$ cat src/rtl/adc_cmp_pkg.sv
package adc_cmp_pkg;

  // Ordering flags of a result against both limits
  typedef struct packed {
    logic r_lt_a;
    logic r_eq_a;
    logic r_lt_b;
    logic r_eq_b;
    logic a_gt_b;
  } cmp_flags_t;

  typedef enum logic [1:0] {
    TEST_OFF   = 2'd0,
    TEST_THR   = 2'd1,
    TEST_INSIDE  = 2'd2,
    TEST_OUTSIDE = 2'd3
  } cmp_test_t;

  function automatic cmp_test_t pick_test(logic en, logic window, logic a_gt_b);
    if (!en)         return TEST_OFF;
    else if (!window) return TEST_THR;
    else if (a_gt_b) return TEST_OUTSIDE;
    else             return TEST_INSIDE;
  endfunction

  // Verdict from flags; incl doubles as threshold direction
  function automatic logic verdict(cmp_test_t t, cmp_flags_t f, logic incl);
    logic ge_a, gt_a, le_b, lt_b;
    ge_a = !f.r_lt_a;
    gt_a = !f.r_lt_a && !f.r_eq_a;
    le_b = f.r_lt_b || f.r_eq_b;
    lt_b = f.r_lt_b;
    case (t)
      TEST_OFF:     return 1'b1;
      TEST_THR:     return incl ? ge_a : f.r_lt_a;
      TEST_INSIDE:  return incl ? (ge_a && le_b) : (gt_a && lt_b);
      default:      return incl ? (le_b || ge_a) : (lt_b || gt_a);
    endcase
  endfunction

endpackage

$ cat src/rtl/adc_cmp_mag.sv
module adc_cmp_mag #(
  parameter int W = 12
) (
  input  logic                      sgn,
  input  logic [W-1:0]              r,
  input  logic [W-1:0]              a,
  input  logic [W-1:0]              b,
  output adc_cmp_pkg::cmp_flags_t   flags
);
  localparam logic [W-1:0] TOP_BIT = {1'b1, {(W-1){1'b0}}};

  // Flipping the top bit maps two's complement order onto unsigned order
  function automatic logic [W-1:0] order_key(logic [W-1:0] x, logic s);
    return s ? (x ^ TOP_BIT) : x;
  endfunction

  logic [W-1:0] kr, ka, kb;
  assign kr = order_key(r, sgn);
  assign ka = order_key(a, sgn);
  assign kb = order_key(b, sgn);

  always_comb begin
    flags.r_lt_a = kr < ka;
    flags.r_eq_a = kr == ka;
    flags.r_lt_b = kr < kb;
    flags.r_eq_b = kr == kb;
    flags.a_gt_b = ka > kb;
  end
endmodule

$ cat src/rtl/adc_cmp_judge.sv
module adc_cmp_judge (
  input  logic                    en,
  input  logic                    ge,
  input  logic                    window,
  input  adc_cmp_pkg::cmp_flags_t flags,
  output adc_cmp_pkg::cmp_test_t  test_kind,
  output logic                    pass
);
  import adc_cmp_pkg::*;

  assign test_kind = pick_test(en, window, flags.a_gt_b);
  assign pass      = verdict(test_kind, flags, ge);
endmodule

$ cat src/rtl/adc_cmp_filter.sv
module adc_cmp_filter #(
  parameter int W = 12
) (
  input  logic         clk,
  input  logic         rst_n,
  input  logic         res_valid,
  input  logic [W-1:0] res_data,
  input  logic         res_signed,
  input  logic         cmp_enable,
  input  logic         cmp_ge,
  input  logic         cmp_window,
  input  logic [W-1:0] cmp_lim_a,
  input  logic [W-1:0] cmp_lim_b,
  output logic         out_valid,
  output logic         out_pass,
  output logic         done_pulse,
  output logic [W-1:0] held_result
);
  import adc_cmp_pkg::*;

  cmp_flags_t flags;
  cmp_test_t  test_kind;
  logic       pass_now;
  logic       accept_now;

  adc_cmp_mag #(.W(W)) u_mag (
    .sgn   (res_signed),
    .r     (res_data),
    .a     (cmp_lim_a),
    .b     (cmp_lim_b),
    .flags (flags)
  );

  adc_cmp_judge u_judge (
    .en        (cmp_enable),
    .ge        (cmp_ge),
    .window    (cmp_window),
    .flags     (flags),
    .test_kind (test_kind),
    .pass      (pass_now)
  );

  // Named event: this strobe's result is committed
  assign accept_now = res_valid && pass_now;

  always_ff @(posedge clk or negedge rst_n) begin
    if (!rst_n) begin
      out_valid   <= 1'b0;
      out_pass    <= 1'b0;
      done_pulse  <= 1'b0;
      held_result <= '0;
    end else begin
      out_valid  <= res_valid;
      out_pass   <= accept_now;
      done_pulse <= accept_now;
      if (accept_now) held_result <= res_data;
    end
  end

  // verdict strobe one cycle after the result strobe
  assert_latency_R9: assert property (@(posedge clk) disable iff (!rst_n)
    res_valid |=> out_valid);
  assert_idle_R9: assert property (@(posedge clk) disable iff (!rst_n)
    !res_valid |=> (!out_valid && !out_pass));
  // bypass when disabled
  assert_bypass_R1: assert property (@(posedge clk) disable iff (!rst_n)
    (res_valid && !cmp_enable) |=> out_pass);
  // completion only on an accepted verdict
  assert_commit_R10: assert property (@(posedge clk) disable iff (!rst_n)
    done_pulse |-> (out_valid && out_pass));
  assert_keep_R10: assert property (@(posedge clk) disable iff (!rst_n)
    !done_pulse |-> $stable(held_result));
  // threshold at-or-above accepts a result equal to limit A
  assert_thr_edge_R2: assert property (@(posedge clk) disable iff (!rst_n)
    (res_valid && cmp_enable && !cmp_window && cmp_ge && res_data == cmp_lim_a) |=> out_pass);
  // exclusive window tests reject a result equal to limit A
  assert_excl_edge_R6: assert property (@(posedge clk) disable iff (!rst_n)
    (res_valid && cmp_enable && cmp_window && !cmp_ge && res_data == cmp_lim_a) |=> !out_pass);
endmodule

$ cat config.mk
export PLATFORM = sky130hd
export DESIGN_NAME = adc_cmp_filter
export DESIGN_NICKNAME = d
export VERILOG_FILES = /design/src/rtl/adc_cmp_pkg.sv /design/src/rtl/adc_cmp_mag.sv /design/src/rtl/adc_cmp_judge.sv /design/src/rtl/adc_cmp_filter.sv
export SDC_FILE = /design/constraint.sdc
export NUM_CORES = 1
export LEC_CHECK = 0
export BUFFER_PORTS_ARGS = -buffer_cell sky130_fd_sc_hd__buf_2
export CAP_MARGIN = 10
export CORE_UTILIZATION = 49
export DETAILED_ROUTE_END_ITERATION = 8
export GPL_TIMING_DRIVEN = 0
export PLACE_DENSITY = 0.77
export SLEW_MARGIN = 20
export SYNTH_ARGS = -nofsm -noshare
export SYNTH_HDL_FRONTEND = slang
export SYNTH_HIERARCHICAL = 1
export SYNTH_SLANG_ARGS = --single-unit
$ cat constraint.sdc
create_clock -name clk -period 0.85 [get_ports clk]
set_input_delay 0.0425 -clock clk [delete_from_list [all_inputs] [get_ports clk]]
set_output_delay 0.0425 -clock clk [all_outputs]
set_load 0.01 [all_outputs]
==> results of run 1 <==
## power groups by stage
stage | Clock (mW) | Combinational (mW) | Sequential (mW)
final | 0.491 | 1.55 | 0.877
after global routing | 0.532 | 1.66 | 0.891
after CTS | 0.473 | 1.37 | 0.865
after detailed placement | 0 | 1.14 | 0.872
after global placement | 0 | 1.09 | 0.863
after floorplan | 0 | 0.665 | 0.931
## per-stage QoR
step | cell area [µm²] | hold slack (ns) | cells | setup slack (ns) | TNS [ns]
floorplan | 1560 | -0.253 | 153 | -1.54 | -19.43
global route | 2300 | 0.0254 | 266 | -1.67 | -21.45
CTS | 2200 | 0.00105 | 257 | -1.55 | -19.80
global placement | 1890 | -0.0590 | 241 | -1.87 | -23.57
finish | 2300 | 0.0301 | 266 | -1.60 | -20.16
detailed placement | 1890 | -0.0492 | 241 | -1.98 | -24.74
## metal layers
metal  global-route usage [%]  wire (µm)  vias to the layer above
met5                        0          0                        -
met4                     16.0         91                        0
met3                     6.35        301                       10
met2                     44.5       2500                       75
met1                     30.8       1940                      715
li1                         -          -                      716
## cells in the final DEF, fill, tap and decap left out, drive strengths merged
| cell | instances |
|---|---|
| buf | 75 |
| ha | 36 |
| inv | 25 |
| dfrtp | 14 |
| mux2 | 12 |
| a21oi | 12 |
| a21o | 9 |
| dlygate4sd3 | 5 |
| nor2b | 5 |
| nand4 | 5 |
| nand2 | 5 |
| clkbuf | 4 |
| and4 | 4 |
| nand2b | 3 |
| o211ai | 3 |
| xnor2 | 3 |
| a2111oi | 3 |
| o21ai | 2 |
| nor2 | 2 |
| and2 | 1 |
| o21bai | 1 |
| a311o | 1 |
| xor2 | 1 |
| a211o | 1 |
| nand3 | 1 |
| nor3 | 1 |
| a31oi | 1 |
## layout make-up
cell class                 count  area [µm²]
timing repair buffer          78         548
multi-input combinational    112        1200
fill                         181         533
clock buffer                   4        36.3
sequential                    14         350
tap                           31        38.8
buffer                         2        26.3
inverter                      25        98.8
## what timing repair did
item / 4_1_cts / 5_1_grt
hold endpoints to repair: 15 / 3
buffers inserted: 9 / 10
endpoints found under the setup margin: 21 / 28
hold buffers: 2 / 3
gates cloned: 1 / 0
pin swaps: 14 / 12
resized for setup: 33 / 11
## flip-flops by register name, summed over array words and instances (netlist names)
register     cells
held_result     12
done_pulse       1
out_valid        1
## how the worst min path moves through the flow
| stage | to | from | slack, ns |
|---|---|---|---|
| after CTS | held_result[11] | res_data[11] | 0.001 |
| after global placement | held_result[4] | rst_n | -0.06 |
| final | held_result[6] | res_data[6] | 0.03 |
| after global routing | held_result[7] | res_data[7] | 0.03 |
| after floorplan | done_pulse | rst_n | -0.25 |
| after detailed placement | held_result[4] | rst_n | -0.05 |
==> metrics.txt, run 1 <==
# TYPE chip_impl_metric gauge
chip_impl_metric{name="drtAntennaViolNets",unit=""} 0
chip_impl_metric{name="wl",unit="µm"} 4830
chip_impl_metric{name="place_congestion",unit=""} 0.865
chip_impl_metric{name="design.portCount",unit=""} 58
chip_impl_metric{name="design.die.area",unit="µm²"} 3310
chip_impl_metric{name="clk_pin_slew",unit="ns"} 0.09
chip_impl_metric{name="slew_viol_final",unit=""} 0
chip_impl_metric{name="timing.final.crit_share",unit="%"} 289
chip_impl_metric{name="worst_slew_pin_slew",unit="ns"} 0.371
chip_impl_metric{name="max_freq",unit="MHz"} 408
chip_impl_metric{name="fp.coreArea",unit="µm²"} 2830
chip_impl_metric{name="placement.io_buffers",unit=""} 57
chip_impl_info{name="setup_repair_after_global_routing_missed_its_margin",value="yes"} 1
chip_impl_metric{name="drcViolationCount",unit=""} 6
chip_impl_metric{name="cts_buffer_depth",unit=""} 2
chip_impl_info{name="worst_path_cell_with_the_longest_stage_delay",value="a2111oi_4"} 1
chip_impl_metric{name="synth.yosys.warnings",unit=""} 6
chip_impl_info{name="timing.rr.end",value="held_result[10]"} 1
chip_impl_metric{name="hold_viol",unit=""} 0
chip_impl_metric{name="syn_to_final_growth",unit="%"} 51.9
chip_impl_metric{name="chipHeight",unit="µm"} 57.5
chip_impl_metric{name="antenna_found_initial",unit=""} 0
chip_impl_info{name="cts_root_buf",value="clkbuf_4"} 1
chip_impl_metric{name="clk_latency_worst_skew_pair",unit="ns"} 0.28
chip_impl_info{name="failing_checks",value="design-rule violations, negative setup slack"} 1
chip_impl_info{name="worst_setup_path_start_kind",value="primary input"} 1
chip_impl_metric{name="clockPowerShare",unit="%"} 16.8
chip_impl_info{name="critical_path.cell_chain",value="buf_8 -> ha_4 -> a21o_1 -> a21o_1 -> a21o_1 -> a2111oi_4 -> nand2b_1 -> a21o_1 -> a311o_1 -> nand2_2 -> buf_12 -> buf_8 -> mux2_4"} 1
chip_impl_info{name="timing.critical_path.from",value="res_data[5]"} 1
chip_impl_metric{name="rrSetupSlack",unit="ns"} -0.09
chip_impl_metric{name="p_sw_share",unit="%"} 34.2
chip_impl_metric{name="synth.cell_area",unit="µm²"} 1510
chip_impl_metric{name="synth_nets",unit=""} 232
chip_impl_metric{name="vdd.ir_drop.worst",unit="V"} 0.000661
chip_impl_info{name="r2r_start",value="held_result[10]"} 1
chip_impl_metric{name="relSlewSlack",unit="%"} 75.2
chip_impl_metric{name="cp.buffers_inverters",unit=""} 3
chip_impl_metric{name="fin_ws",unit="ns"} -1.60
chip_impl_metric{name="path_max_fanout",unit=""} 5
chip_impl_metric{name="utilization",unit="%"} 81.2
chip_impl_metric{name="place_hpwl",unit="µm"} 2950
chip_impl_info{name="cp_common_cell",value="a21o_1"} 1
chip_impl_metric{name="cts.sinks",unit=""} 14
chip_impl_metric{name="min_delay_path_depth",unit=""} 2
chip_impl_metric{name="critical_path_depth",unit=""} 13
chip_impl_info{name="endpoint_kind",value="flop"} 1
chip_impl_metric{name="cellInternalPower",unit="mW"} 1.92
chip_impl_metric{name="power.density_cell_area",unit="nW/µm²"} 1270
chip_impl_metric{name="power_frac_seq",unit="%"} 30.1
chip_impl_metric{name="fin_worst_skew",unit="ns"} 0
chip_impl_metric{name="first_global_vias",unit=""} 1483
chip_impl_metric{name="synthCells",unit=""} 153
chip_impl_metric{name="layout.nets",unit=""} 315
chip_impl_metric{name="vias",unit=""} 1516
chip_impl_metric{name="drt_first_iter_violations",unit=""} 114
chip_impl_metric{name="rows",unit=""} 19
chip_impl_info{name="outcome",value="finished, violations left"} 1
chip_impl_metric{name="cts_buffers",unit=""} 3
chip_impl_metric{name="crit_required",unit="ns"} 1.02
chip_impl_metric{name="die_width",unit="µm"} 57.5
chip_impl_metric{name="setup_viol_count_final",unit=""} 25
chip_impl_metric{name="pin_count_of_the_biggest_net_entering_global_routing",unit=""} 15
chip_impl_info{name="critical_path.top_delay_family",value="compound AO/OA/AOI/OAI gates"} 1
chip_impl_info{name="critPathKind",value="in -> reg"} 1
chip_impl_metric{name="starting_density_of_the_core",unit="%"} 53.4
chip_impl_metric{name="post_drt_wl_per_cell",unit="µm"} 18.2
chip_impl_metric{name="r2r.worst_path.cells",unit=""} 2
chip_impl_metric{name="total_switching_power",unit="mW"} 0.997
chip_impl_metric{name="groute.usage.overall",unit="%"} 26.7
chip_impl_metric{name="crit_path_max_incr_delay",unit="ns"} 0.39
chip_impl_metric{name="cellLeakagePower",unit="nW"} 1.26
chip_impl_metric{name="drtPass1Iterations",unit=""} 6
chip_impl_metric{name="post_synth.cell_area_avg",unit="µm²"} 9.88
chip_impl_info{name="tritoncts",value="done"} 1
chip_impl_metric{name="power",unit="mW"} 2.92
chip_impl_metric{name="post_route_cells_drive_above_1_share",unit="%"} 49.4
chip_impl_info{name="worstHoldPathType",value="in -> reg"} 1
chip_impl_metric{name="share_comb_of_total_power",unit="%"} 53.1
chip_impl_metric{name="max_cap_violation_count",unit=""} 0
chip_impl_metric{name="fin_crit",unit="ns"} 2.45
chip_impl_metric{name="post_drt_via_cell_ratio",unit=""} 5.70
chip_impl_metric{name="worst_ep_arrival_time",unit="ns"} 2.62
chip_impl_metric{name="first_pass_grt_wire_length",unit="µm"} 6580
chip_impl_metric{name="num_antenna_cells",unit=""} 0
chip_impl_metric{name="number_of_levels_in_the_clock_h_tree",unit=""} 1
chip_impl_info{name="endpoint",value="held_result[2]"} 1
chip_impl_metric{name="grt.overflow.total",unit=""} 0
No activity file was read; power rests on OpenSTA's default activity.
==> run 2, diff against run 1 <==
- CORE_UTILIZATION: 49 -> 30
- PLACE_DENSITY: 0.77 -> 0.5
- RECOVER_POWER: default -> 100
==> run 2 against run 1 <==
The flow finishes with violations (negative setup slack). Sequential share of layout area increased by 0.63 points. Clock-buffer cell count unchanged. Final area decreased by 4.0%. Critical path type unchanged. Critical endpoint is now held_result[0]. Largest power group unchanged.
==> metrics.txt, run 2 (synthesis gave the netlist of run 1 again) <==
# TYPE chip_impl_metric gauge
chip_impl_info{name="outcome",value="finished, violations left"} 1
chip_impl_info{name="failing_checks",value="negative setup slack"} 1
chip_impl_metric{name="power_frac_seq",unit="%"} 30.8
chip_impl_metric{name="first_global_vias",unit=""} 1255
chip_impl_metric{name="drtAntennaViolNets",unit=""} 0
chip_impl_metric{name="design.die.area",unit="µm²"} 5330
chip_impl_metric{name="starting_density_of_the_core",unit="%"} 31.6
chip_impl_metric{name="chipHeight",unit="µm"} 73.0
chip_impl_metric{name="max_freq",unit="MHz"} 416
chip_impl_metric{name="largest_register_ff_count",unit=""} 12
chip_impl_metric{name="hold_viol",unit=""} 0
chip_impl_metric{name="cts_buffer_depth",unit=""} 2
chip_impl_metric{name="placement.io_buffers",unit=""} 57
chip_impl_metric{name="rrSetupSlack",unit="ns"} 0.09
chip_impl_metric{name="design.portCount",unit=""} 58
chip_impl_metric{name="power.density_cell_area",unit="nW/µm²"} 1280
chip_impl_info{name="largestRegisters",value="held_result: 12 flops, done_pulse: 1 flops, out_valid: 1 flops"} 1
chip_impl_metric{name="clockPowerShare",unit="%"} 22.8
chip_impl_info{name="hold_end",value="held_result[0]"} 1
chip_impl_info{name="timing.critical_path.from",value="cmp_lim_a[1]"} 1
chip_impl_metric{name="place_hpwl",unit="µm"} 3060
chip_impl_metric{name="p_sw_share",unit="%"} 31.3
chip_impl_metric{name="total_switching_power",unit="mW"} 0.881
chip_impl_metric{name="num_antenna_cells",unit=""} 0
chip_impl_metric{name="groute.usage.overall",unit="%"} 13.8
chip_impl_metric{name="worst_slew_pin_slew",unit="ns"} 0.354
chip_impl_metric{name="share_comb_of_total_power",unit="%"} 46.5
chip_impl_metric{name="grt.overflow.total",unit=""} 0
chip_impl_metric{name="num-fill-cells",unit=""} 482
chip_impl_metric{name="wl",unit="µm"} 3670
chip_impl_info{name="worstHoldPathType",value="in -> reg"} 1
chip_impl_info{name="cts_root_buf",value="clkbuf_8"} 1
chip_impl_metric{name="antenna_found_initial",unit=""} 0
chip_impl_metric{name="drtPass1Iterations",unit=""} 4
chip_impl_metric{name="post_drt_via_cell_ratio",unit=""} 4.57
chip_impl_info{name="critPathKind",value="in -> reg"} 1
chip_impl_metric{name="multi_input_comb_area",unit="µm²"} 1180
chip_impl_metric{name="fin_worst_skew",unit="ns"} 0
chip_impl_metric{name="post_drt_wl_per_cell",unit="µm"} 12.7
chip_impl_metric{name="relSlewSlack",unit="%"} 76.4
chip_impl_metric{name="first_pass_grt_wire_length",unit="µm"} 5600
chip_impl_metric{name="finish.cell_count_without_fillers",unit=""} 289
chip_impl_metric{name="max_cap_violation_count",unit=""} 0
chip_impl_metric{name="place_inst",unit=""} 277
chip_impl_metric{name="slew_viol_final",unit=""} 0
chip_impl_info{name="timing.rr.end",value="held_result[11]"} 1
chip_impl_metric{name="cellLeakagePower",unit="nW"} 1.22
chip_impl_metric{name="clk_latency_worst_skew_pair",unit="ns"} 0.24
chip_impl_metric{name="crit_required",unit="ns"} 0.98
chip_impl_info{name="tritoncts",value="done"} 1
chip_impl_metric{name="place_congestion",unit=""} 0.738
chip_impl_info{name="final_cell_mix",value="buf_2, ha_1, inv_1"} 1
chip_impl_metric{name="die_width",unit="µm"} 73.0
chip_impl_metric{name="timing.final.crit_share",unit="%"} 283
chip_impl_metric{name="post_route_cells_drive_above_1_share",unit="%"} 43.7
chip_impl_metric{name="r2r.worst_path.cells",unit=""} 1
chip_impl_metric{name="path_max_fanout",unit=""} 5
chip_impl_metric{name="setup_viol_count_final",unit=""} 13
chip_impl_metric{name="sequential_cell_area",unit="µm²"} 350
chip_impl_metric{name="pin_count_of_the_biggest_net_entering_global_routing",unit=""} 15
chip_impl_metric{name="drcViolationCount",unit=""} 0
chip_impl_info{name="r2r_start",value="held_result[11]"} 1
chip_impl_info{name="top_register",value="held_result"} 1
chip_impl_metric{name="fp.coreArea",unit="µm²"} 4790
chip_impl_metric{name="worst_ep_arrival_time",unit="ns"} 2.53
chip_impl_info{name="worst_setup_path_start_kind",value="primary input"} 1
chip_impl_metric{name="fin_crit",unit="ns"} 2.41
chip_impl_metric{name="syn_to_final_growth",unit="%"} 45.9
chip_impl_metric{name="vias",unit=""} 1321
chip_impl_info{name="hp-start",value="res_data[0]"} 1
chip_impl_metric{name="cellInternalPower",unit="mW"} 1.94
chip_impl_metric{name="rows",unit=""} 25
chip_impl_metric{name="fin_ws",unit="ns"} -1.56
chip_impl_metric{name="drt_first_iter_violations",unit=""} 13
chip_impl_info{name="endpoint_kind",value="flop"} 1
chip_impl_metric{name="min_delay_path_depth",unit=""} 2
chip_impl_metric{name="vdd.ir_drop.worst",unit="V"} 0.000446
chip_impl_metric{name="cts_buffers",unit=""} 3
chip_impl_info{name="setup_repair_after_global_routing_missed_its_margin",value="yes"} 1
chip_impl_metric{name="clk_pin_slew",unit="ns"} 0.06
chip_impl_metric{name="layout.nets",unit=""} 302
chip_impl_metric{name="cts.sinks",unit=""} 14
chip_impl_metric{name="power",unit="mW"} 2.82
chip_impl_metric{name="number_of_levels_in_the_clock_h_tree",unit=""} 1
chip_impl_metric{name="tns",unit="ns"} -19.73
chip_impl_info{name="layout_commonest_cell",value="buf_2"} 1
[run 2: cell types whose count changed in the layout (fill, tap and decap cells not counted), moves of 4 or more]
cell and delta:
clkbuf_2 +13, buf_2 -9, buf_4 -9, buf_6 -5, inv_1 +4
[run 2: layout make-up]
cell class	instances	area share (%)
clock buffer	4	2.50
timing repair buffer	66	18.8
inverter	25	4.37
tap	67	3.80
buffer	1	0.908
multi-input combinational	112	53.7
sequential	14	15.9
[run 2: what timing repair did]
| item | 4_1_cts | 5_1_grt |
|---|---|---|
| endpoints found under the hold margin | 15 | 0 |
| setup endpoints to repair | 14 | 13 |
| buffers inserted | 4 | 2 |
| gates resized for setup | 21 | 8 |
| hold buffers | 2 | 0 |
| pin swaps | 5 | 1 |
| cloned | 0 | 1 |
[run 2: power groups by stage]
stage | registers (mW) | clock network, mW | logic (mW)
floorplan | 0.931 | 0 | 0.665
global placement | 0.873 | 0 | 1.12
detailed placement | 0.871 | 0 | 1.13
CTS | 0.863 | 0.661 | 1.23
global route | 0.883 | 0.695 | 1.44
finish | 0.866 | 0.641 | 1.31
[run 2: layer usage]
layer  GRT usage (%)  vias to the layer above  share of wire (%)
met3            1.24                        2                2.8
li1                -                      694                  -
met1            18.1                      603                 46
met2            23.7                       22                 51
met5               0                        -                  0
met4            4.58                        0               0.74
[run 2: stage by stage]
| step | utilization, % | hold WS, ns | instance area (µm²) | setup slack (ns) |
|---|---|---|---|---|
| 6_report | 46.1 | 0.0478 | 2200 | -1.56 |
| 3_5_place_dp | 40.3 | -0.0408 | 1930 | -1.97 |
| 3_3_place_gp | 40.3 | -0.0358 | 1930 | -1.95 |
| 4_1_cts | 44.7 | 0.0457 | 2140 | -1.54 |
| 5_1_grt | 46.1 | 0.0444 | 2200 | -1.66 |
| 2_1_floorplan | - | -0.253 | 1560 | -1.54 |
[run 2: worst max path at each step]
stage | cells after the start | end
floorplan | 12 | held_result[0]
global placement | 13 | held_result[0]
detailed placement | 13 | held_result[3]
CTS | 12 | held_result[0]
global route | 13 | held_result[2]
finish | 14 | held_result[0]
[run 2: worst max-delay path, cell delays in order]
cell and delay [ns]:
buf_6 0.10, inv_1 0.10, ha_4 0.22, nor2b_1 0.12, o211ai_1 0.24, a21oi_4 0.09, a2111oi_4 0.33, buf_4 0.20
xnor2_2 0.11, o21ai_1 0.07, a311o_1 0.33, nand2_4 0.13, clkbuf_16 0.16, mux2_4 0.29
